`src/rtl/sar_pkg.sv`:
```
package sar_pkg;

    localparam int unsigned SAMPLE_W = 16;
    localparam int unsigned LEN_W    = $clog2(SAMPLE_W + 1);
    localparam int unsigned IDX_W    = $clog2(SAMPLE_W);
    localparam int unsigned MIN_LEN  = 4;
    localparam int unsigned RJ_GAP   = 16;
    localparam int unsigned POS_W    = $clog2(RJ_GAP + SAMPLE_W + 1);

    // fmt_sel encoding, {first select, second select}
    typedef enum logic [1:0] {
        FMT_LJ     = 2'b00,
        FMT_LJ_DLY = 2'b01,
        FMT_RJ16   = 2'b10,
        FMT_WCLK   = 2'b11
    } fmt_e;

    typedef enum logic {
        CH_RIGHT = 1'b0,
        CH_LEFT  = 1'b1
    } chan_e;

    // line levels captured at an active bit clock edge
    typedef struct packed {
        logic lr;
        logic wc;
        logic sd;
    } line_t;

    // per-edge event from framer to assembler
    typedef struct packed {
        logic             start;
        logic             cut;
        chan_e            cut_ch;
        logic             bit_we;
        logic [IDX_W-1:0] idx;
        logic             bit_val;
        logic             full;
        chan_e            ch;
    } field_ev_t;

    function automatic logic [LEN_W-1:0] clamp_len(input logic [LEN_W-1:0] req);
        if (req < LEN_W'(MIN_LEN))       return LEN_W'(MIN_LEN);
        else if (req > LEN_W'(SAMPLE_W)) return LEN_W'(SAMPLE_W);
        else                             return req;
    endfunction

    function automatic logic [POS_W-1:0] lead_bits(input fmt_e f);
        case (f)
            FMT_LJ_DLY: return POS_W'(1);
            FMT_RJ16:   return POS_W'(RJ_GAP);
            default:    return '0;
        endcase
    endfunction

endpackage

```
`src/rtl/sar_sync.sv`:
```
module sar_sync #(
    parameter int unsigned STAGES = 2,
    parameter int unsigned WIDTH  = 4
) (
    input  logic             clk,
    input  logic             rst,
    input  logic [WIDTH-1:0] d,
    output logic [WIDTH-1:0] q
);

    logic [WIDTH-1:0] chain [STAGES];

    always_ff @(posedge clk) begin
        if (rst) begin
            for (int s = 0; s < STAGES; s++) chain[s] <= '0;
        end else begin
            chain[0] <= d;
            for (int s = 1; s < STAGES; s++) chain[s] <= chain[s-1];
        end
    end

    assign q = chain[STAGES-1];

endmodule

```
`src/rtl/sar_edge.sv`:
```
module sar_edge (
    input  logic clk,
    input  logic rst,
    input  logic pol,
    input  logic bclk_s,
    output logic tick
);

    logic bclk_d;
    logic seen_q;

    always_ff @(posedge clk) begin
        if (rst) begin
            bclk_d <= 1'b0;
            seen_q <= 1'b0;
        end else begin
            bclk_d <= bclk_s;
            seen_q <= 1'b1;
        end
    end

    // a transition into the level that the polarity marks as active
    always_comb begin
        tick = seen_q && (bclk_s != bclk_d) && (bclk_s == !pol);
    end

endmodule

```
`src/rtl/sar_framer.sv`:
```
module sar_framer
    import sar_pkg::*;
(
    input  logic             clk,
    input  logic             rst,
    input  logic             tick,
    input  line_t            samp,
    input  fmt_e             fmt,
    input  logic [LEN_W-1:0] len_req,
    output field_ev_t        ev,
    output logic [LEN_W-1:0] len_now
);

    logic             primed_q;
    logic             lr_q;
    logic             wc_q;
    logic             active_q;
    logic             done_q;
    chan_e            ch_q;
    logic [POS_W-1:0] pos_q;
    logic [LEN_W-1:0] len_q;

    logic             start;
    logic             in_win;
    logic             last;
    logic [POS_W-1:0] pos_now;
    logic [POS_W-1:0] lead;
    logic [POS_W-1:0] rel;

    always_comb begin
        lead = lead_bits(fmt);
        if (fmt == FMT_WCLK) start = tick && primed_q && samp.wc && !wc_q;
        else                 start = tick && primed_q && (samp.lr != lr_q);

        pos_now = start ? '0 : pos_q;
        len_now = start ? clamp_len(len_req) : len_q;
        rel     = pos_now - lead;
        in_win  = tick && (start || (active_q && !done_q))
                  && (pos_now >= lead) && (rel < POS_W'(len_now));
        last    = in_win && (rel == (POS_W'(len_now) - POS_W'(1)));

        ev.start   = start;
        ev.cut     = start && active_q && !done_q;
        ev.cut_ch  = ch_q;
        ev.bit_we  = in_win;
        ev.idx     = rel[IDX_W-1:0];
        ev.bit_val = samp.sd;
        ev.full    = last;
        ev.ch      = start ? chan_e'(samp.lr) : ch_q;
    end

    always_ff @(posedge clk) begin
        if (rst) begin
            primed_q <= 1'b0;
            lr_q     <= 1'b0;
            wc_q     <= 1'b0;
            active_q <= 1'b0;
            done_q   <= 1'b0;
            ch_q     <= CH_RIGHT;
            pos_q    <= '0;
            len_q    <= LEN_W'(SAMPLE_W);
        end else if (tick) begin
            primed_q <= 1'b1;
            lr_q     <= samp.lr;
            wc_q     <= samp.wc;
            if (start) begin
                active_q <= 1'b1;
                ch_q     <= ev.ch;
                len_q    <= len_now;
                done_q   <= last;
                pos_q    <= POS_W'(1);
            end else if (active_q) begin
                done_q <= done_q | last;
                if (pos_q != '1) pos_q <= pos_q + POS_W'(1);
            end
        end
    end

endmodule

```
`src/rtl/sar_assembler.sv`:
```
module sar_assembler
    import sar_pkg::*;
(
    input  logic                clk,
    input  logic                rst,
    input  field_ev_t           ev,
    output logic [SAMPLE_W-1:0] left_q,
    output logic [SAMPLE_W-1:0] right_q,
    output logic                strobe
);

    logic [SAMPLE_W-1:0] acc_q;
    logic [SAMPLE_W-1:0] acc_base;
    logic [SAMPLE_W-1:0] acc_nx;
    logic [SAMPLE_W-1:0] mask;

    always_comb begin
        acc_base = ev.start ? '0 : acc_q;
        mask     = {1'b1, {(SAMPLE_W-1){1'b0}}} >> ev.idx;
        acc_nx   = acc_base;
        if (ev.bit_we) acc_nx = ev.bit_val ? (acc_base | mask) : (acc_base & ~mask);
    end

    always_ff @(posedge clk) begin
        if (rst) begin
            acc_q   <= '0;
            left_q  <= '0;
            right_q <= '0;
            strobe  <= 1'b0;
        end else begin
            acc_q <= acc_nx;
            if (ev.cut) begin
                if (ev.cut_ch == CH_LEFT) left_q  <= acc_q;
                else                      right_q <= acc_q;
            end
            if (ev.full) begin
                if (ev.ch == CH_LEFT) left_q  <= acc_nx;
                else                  right_q <= acc_nx;
            end
            strobe <= (ev.cut && ev.cut_ch == CH_RIGHT) || (ev.full && ev.ch == CH_RIGHT);
        end
    end

endmodule

```
`src/rtl/sar_receiver.sv`:
```
module sar_receiver
    import sar_pkg::*;
#(
    parameter int unsigned SYNC_STAGES = 2
) (
    input  logic                clk,
    input  logic                rst,
    input  logic                bclk_in,
    input  logic                lrclk_in,
    input  logic                wclk_in,
    input  logic                sdata_in,
    input  logic [1:0]          fmt_sel,
    input  logic                bclk_pol,
    input  logic [LEN_W-1:0]    word_len,
    output logic [SAMPLE_W-1:0] left_word,
    output logic [SAMPLE_W-1:0] right_word,
    output logic                frame_valid
);

    localparam int unsigned LINES = 4;

    logic [LINES-1:0] raw;
    logic [LINES-1:0] synced;
    logic             bclk_s;
    line_t            samp;
    logic             tick;
    field_ev_t        ev;
    logic [LEN_W-1:0] cur_wl;
    logic             bit_we;
    logic [IDX_W-1:0] bit_idx;

    assign raw     = {bclk_in, lrclk_in, wclk_in, sdata_in};
    assign bclk_s  = synced[3];
    assign samp    = '{lr: synced[2], wc: synced[1], sd: synced[0]};
    assign bit_we  = ev.bit_we;
    assign bit_idx = ev.idx;

    sar_sync #(.STAGES(SYNC_STAGES), .WIDTH(LINES)) u_sync (
        .clk (clk),
        .rst (rst),
        .d   (raw),
        .q   (synced)
    );

    sar_edge u_edge (
        .clk    (clk),
        .rst    (rst),
        .pol    (bclk_pol),
        .bclk_s (bclk_s),
        .tick   (tick)
    );

    sar_framer u_framer (
        .clk     (clk),
        .rst     (rst),
        .tick    (tick),
        .samp    (samp),
        .fmt     (fmt_e'(fmt_sel)),
        .len_req (word_len),
        .ev      (ev),
        .len_now (cur_wl)
    );

    sar_assembler u_asm (
        .clk     (clk),
        .rst     (rst),
        .ev      (ev),
        .left_q  (left_word),
        .right_q (right_word),
        .strobe  (frame_valid)
    );

endmodule

```
`config.mk`:
```
export PLATFORM = sky130hd
export DESIGN_NAME = sar_receiver
export DESIGN_NICKNAME = d
export VERILOG_FILES = /design/src/rtl/sar_pkg.sv /design/src/rtl/sar_sync.sv /design/src/rtl/sar_edge.sv /design/src/rtl/sar_framer.sv /design/src/rtl/sar_assembler.sv /design/src/rtl/sar_receiver.sv
export SDC_FILE = /design/constraint.sdc
export NUM_CORES = 1
export LEC_CHECK = 0
export BUFFER_PORTS_ARGS = -buffer_cell sky130_fd_sc_hd__buf_2
export CAP_MARGIN = 5
export CELL_PAD_IN_SITES_DETAIL_PLACEMENT = 1
export CELL_PAD_IN_SITES_GLOBAL_PLACEMENT = 2
export CORE_UTILIZATION = 39
export CTS_BUF_LIST = sky130_fd_sc_hd__clkbuf_4 sky130_fd_sc_hd__clkbuf_8 sky130_fd_sc_hd__clkbuf_16
export DETAILED_ROUTE_END_ITERATION = 8
export HOLD_SLACK_MARGIN = 0.08
export PLACE_DENSITY_LB_ADDON = 0.3
export SYNTH_ARGS = -nofsm -noshare
export SYNTH_HDL_FRONTEND = slang
export SYNTH_SLANG_ARGS = --single-unit
```
`constraint.sdc`:
```
create_clock -name clk -period 13.5 [get_ports clk]
set_clock_uncertainty 0.15 [all_clocks]
set_input_delay 2.7 -clock clk [delete_from_list [all_inputs] [get_ports clk]]
set_output_delay 2.7 -clock clk [all_outputs]
set_load 0.02 [all_outputs]
```
; ---- Word level (Yosys, flattened, before mapping)
; Memories as Yosys holds them, arrays and structs flattened.
; Cells that the tools add are included.
[word_totals]
memories = 1
ram_bits = 8
elab_cells = 92
out_inout_bits = 33
register_bits = 68
inputBits = 14
[mem_list]
columns = memory, depth, word_bits, read_ports, rd_ports_with_merged_regs, write_ports, line
row1 = u_sync.chain, 2, 4, 2, 0, 2, sar_sync.sv:11  ; logic [WIDTH-1:0] chain [STAGES];
[classes]
muxes = 28
reduce_logical = 25
shifts = 1
n_addsub = 3
n_eq_ne = 8
n_lt_le_gt_ge = 4
n_bitwise = 8
[ops]
columns = operator, count
row1 = $mux W16, 11
row2 = $mux W6, 4
row3 = $and A16 B16 Y16, 1
row4 = $not A16 Y16, 1
row5 = $or A16 B16 Y16, 1
row6 = $shr A16 B4 Y16 const A, 1
row7 = $logic_and A1 B1 Y1, 15
row8 = $mux W5, 3
row9 = $pmux W5 S2, 1
row10 = $mux W4, 2
row11 = $mux W1, 7
row12 = $add A6 B1 Y6 const B, 1
row13 = $eq A6 B6 Y1, 1
row14 = $ge A6 B5 Y1, 1
row15 = $lt A6 B5 Y1, 1
row16 = $ne A6 B6 Y1 const B, 1
row17 = $sub A5 B1 Y6 const B, 1
row18 = $sub A6 B5 Y6, 1
row19 = $gt A5 B5 Y1 const B, 1
row20 = $lt A5 B3 Y1 const B, 1
row21 = $eq A2 B2 Y1 const B, 2
row22 = $reduce_and A2 Y1, 2
row23 = $reduce_bool A2 Y1, 2
row24 = $logic_not A1 Y1, 3
row25 = 7 further kinds, 12

; ---- Longest topological paths before layout
; An unclocked memory read counts as a cell.
[logic_depth]
depth_word = 17
depth_mapped = 24
mapped_depth_nobuf = 17

; ---- By module
; A second synthesis with hierarchy kept.
[unflattened]
hier_cells = 437
area_unflattened_um2 = 3961.3
[modules_own_cells]
columns = mod, instances, seq_area_each_um2, cells_per_inst, area_per_inst_um2
row1 = sar_assembler, 1, 980.9, 243, 2304.7
row2 = sar_framer, 1, 340.3, 167, 1342.5
row3 = sar_sync, 1, 160.2, 20, 240.2
row4 = sar_edge, 1, 40.0, 7, 73.8

; ---- Worst setup path after synthesis
; No wires, ideal clock.
[synth_path]
kind = input to register
from = in bclk_pol
to = reg u_asm.right_q[10]
path_slack_ps = 6158
setup_ps = 81
path_buffers = 7
required_time_ps = 13269
path_stages = 24
arrival_ps = 7111
cell_sequence = and4bb_1 or2_1 buf_2 nand3_2 buf_2 clkbuf_1 nand2_1 ha_1 buf_2 inv_1 nor2_1 a311oi_1 a311oi_4 clkbuf_1 ha_1 o211a_1 o21ai_0 o211ai_1 nor4b_2 and4_1 buf_2 buf_6 a211oi_2 a211oi_2
[synth_via]
elab_chain_cells = 16
word_cells_on_any_way = 33
classes_between = add/sub (2) / order compare (2) / eq/ne (2) / shift (1) / mux (10) / bitwise (3) / reduce/logical (13)
[synth_lines]
columns = item, line
row1 = "start, declared", sar_receiver.sv:13  ; input logic bclk_pol,
row2 = $logic_not A1 Y1 *, sar_edge.sv:24  ; tick = seen_q && (bclk_s != bclk_d) && (bclk_s == !pol);
row3 = $eq A1 B1 Y1 *, sar_edge.sv:24
row4 = $logic_and A1 B1 Y1 *, sar_edge.sv:24
row5 = $logic_and A1 B1 Y1, "sar_framer.sv:32, sar_framer.sv:33"
row6 = $logic_and A1 B1 Y1 (2 in series), sar_framer.sv:32  ; if (fmt == FMT_WCLK) start = tick && primed_q && samp.wc && !wc_q;
row7 = $mux W1, sar_framer.sv:32
row8 = $mux W6, sar_framer.sv:35  ; pos_now = start ? '0 : pos_q;
row9 = $sub A6 B5 Y6, sar_framer.sv:37  ; rel = pos_now - lead;
row10 = $shr A16 B4 Y16, sar_assembler.sv:19  ; mask = {1'b1, {(SAMPLE_W-1){1'b0}}} >> ev.idx;
row11 = $not A16 Y16, sar_assembler.sv:21  ; if (ev.bit_we) acc_nx = ev.bit_val ? (acc_base | mask) : (acc_base & ~mask);
row12 = $and A16 B16 Y16, sar_assembler.sv:21
row13 = $mux W16 (2 in series), sar_assembler.sv:21
row14 = $mux W16, sar_assembler.sv:37  ; if (ev.ch == CH_LEFT) left_q <= acc_nx;
row15 = $mux W16 *, sar_assembler.sv:36  ; if (ev.full) begin
row16 = "end signal, assigned", sar_assembler.sv:34  ; else right_q <= acc_q;
row17 = "end signal, assigned", sar_assembler.sv:38  ; else right_q <= acc_nx;
row18 = "end, declared", sar_assembler.sv:8  ; output logic [SAMPLE_W-1:0] right_q,
; Mark *: on every way between the ends. The rest lies on a longest branch, timed or not.
; A chain may end at the register's enable or synchronous reset.

; ---- Final worst setup path
[layout_path]
from = in bclk_pol
to = reg u_asm.right_q[15]
; The elaborated chain is that of the path after synthesis.

==> out/metrics.csv <==
metric;value;unit
status;complete, no violations;
critical_path.cell_chain;buf_2 -> and4bb_1 -> or2_1 -> nand3_2 -> nand2_1 -> ha_1 -> inv_1 -> nor2_1 -> a311oi_1 -> a311oi_4 -> ha_1 -> o211a_1 -> o21ai_0 -> o211ai_1 -> nor4b_2 -> and4_2 -> a211oi_1 -> a211oi_2;
vias;3216;
min_period_over_period;62.9;%
firstDrtPassIters;4;
cellLeakagePower;1.76;nW
p_sw_share;26.1;%
holdBufCountCts;0;
p_comb_share;5.6;%
worstPathRequired;13.61;ns
num_rows;36;
antenna_found_initial;0;
dpl.hpwl;6860;µm
rsz0062_at_grt;false;
grt_usage;20.5;%
tritoncts;yes;
p_clk_share;39.3;%
fmax;118;MHz
die_h;103;µm
synth_area;4000;µm²
totalWireLength;10100;µm
netSwitchingPower;0.107;mW
start_util;40.5;%
slowest_stage;and4_2;
synth_top_area_share;38.1;%
ir_drop;0.0714;mV
synthTopCellsByArea;dfxtp_1 (38%), a211oi_2 (9.1%), mux2_2 (5.1%);
ys_seq_elements;76;
syn_inst;434;
slowest_delay;1.00;ns
drive_gt1_share;26.1;%
wl_per_cell;16.8;µm
end_kind;register;
clk_pin_slew;0.09;ns
yosysTopAreaCell;dfxtp_1;
drv_cap;0;
fill_cells;1162;
wl_met3;292;µm
syn_nets;457;
arrival;8.60;ns
power;0.411;mW
p_seq_share;55.1;%
yosysSeqAreaShare;38.1;%
async_flop_share;0;%
dr_wl_met2;4350;µm
met1_length;5320;µm
fin_ws;5.01;ns
final_nets;486;
synth_edf_count;0;
numClockSinks;76;
maxSlewHeadroom;23.5;%
grt_max_degree;61;
ys.flop_type;dfxtp_1;
yosysMostFrequentCell;dfxtp_1;
clk_latency;0.35;ns
worst-setup-path-type;input pin to register;
ios;47;
hold_path.class;register to register;
antenna_left;0;
finalHoldViolCount;0;
grt_pass1_vias;3220;
gp_congestion;0.808;
port_buffers;46;
drc_errors;0;
die_area;10700;µm²
die_w;103;µm
routed_via_density;5.35;
yosysUniqueCellTypes;55;
critical_path.max_fanout;33;
cp-start-kind;input pin;
gr-total-overflow;0;
slew_violations;0;
worstReg2RegStart;u_sync.chain[0][6];
cts_resized;0;
fin_crit;8.49;ns
top_layer;met4;
internal_power;0.304;mW
tightestPinTransition;1.14;ns
min_from;u_sync.chain[0][3];
cts-root-buf;clkbuf_8;
grt_pass1_wl;16600;µm
antennaDiodeCount;0;
cp_common_cell;ha_1;
core-area;9860;µm²
yosys_warnings;0;
clock_path_buffers;2;
drtIter0Drc;102;
syn_area_per_cell;9.21;µm²
post-cts-setup-buffers;0;
htree_num_levels;3;
synth_common_cells;dfxtp_1 (76), nand2_1 (42), nor2_1 (34);
final.setup.tns;0;ns
synthToLayoutAreaGrowth;11.2;%
worstSetupStartpoint;bclk_pol;
pre_cts_ws;4.66;ns
finalSetupViolCount;0;
cts_inserted_buffers;9;
p_per_area;92.5;nW/µm²
==> power groups by stage <==
stage | registers [mW] | clock network, mW | logic, mW
after CTS | 0.227 | 0.165 | 0.0232
after global placement | 0.232 | 0 | 0.0228
after global routing | 0.227 | 0.177 | 0.0253
after detailed placement | 0.232 | 0 | 0.0231
after floorplan | 0.231 | 0 | 0.0166
final | 0.227 | 0.162 | 0.0230
==> metal layers <==
| metal | track usage, % | vias up |
|---|---|---|
| met4 | 5.42 | 0 |
| met2 | 31.3 | 53 |
| met1 | 29.9 | 1544 |
| met3 | 3.56 | 12 |
| li1 | - | 1607 |
| met5 | 0 | - |
==> kinds of logic (layout without fill, tap and decap cells) <==
kind of cell             count (synthesis)  count (layout)  synth area share, %
flip-flops                              76              76                 38.1
AO/OA/AOI/OAI                          100             100                 20.9
XOR/XNOR                                12              12                 2.97
buffers and inverters                   38              72                 4.48
multiplexers                            30              30                 8.08
AND/OR/NAND/NOR                        169             169                 22.7
adder cells (fa/ha/maj)                  9               9                 2.82
==> through the flow <==
step,instances,cell area [µm²],hold WS (ns),utilization [%]
CTS,601,4450,0.300,45.1
global route,601,4450,0.311,45.1
global placement,585,4270,0.265,43.3
detailed placement,585,4270,0.278,43.3
floorplan,434,4000,0.264,-
finish,601,4450,0.293,45.1
==> final cells by class <==
type | count | area, µm² | area share, %
clock buffers | 10 | 131 | 2.96
flip-flops and latches | 76 | 1520 | 34.2
well taps | 133 | 166 | 3.74
multi-input cells | 320 | 2300 | 51.8
clock inverters | 6 | 47.5 | 1.07
inverters | 8 | 30.0 | 0.675
repair buffers | 48 | 245 | 5.52
==> final timing paths <==
path	slack, ns	endpoint	depth (start not counted)
min	0.29	u_sync.chain[0][7]	1
max	5.01	u_asm.right_q[15]	18
max reg2reg	7.14	u_asm.right_q[15]	17
min reg2reg	0.29	u_sync.chain[0][7]	1
==> state kept, by name (all words and copies together), names as in the netlist, 5 cells and up <==
register	cells
u_asm.right_q	16
u_asm.left_q	16
u_framer.len_q	5
u_framer.pos_q	6
u_sync.chain	8
u_asm.acc_q	16
==> critical path: cells and delay by family <==
family	cells	cell delay, ns
simple gates	7	3.23
buf+inv	2	0.24
compound gates	7	1.69
fa+ha+maj	2	0.72
==> cell usage in the layout, fill, tap and decap left out, types with 3 or more instances in the layout <==
master and count:
nand2_1 42, nor2_1 34, a211oi_1 4, nand2b_1 5
inv_1 8, a21oi_1 17, nand4_1 3, nand3b_1 4
nand3_1 10, o31a_1 3, mux2i_1 12, mux2_2 18
ha_1 9, and3_1 3, o21ai_1 4, clkbuf_8 9
nor3_1 9, buf_2 46, xor2_1 4, a41oi_1 3
and2_1 9, dfxtp_1 76, o211ai_1 3, a31oi_1 9
a211oi_2 29, nor2b_1 31, xnor2_1 7, o21ai_0 18
(Power assumes the default switching activity.)
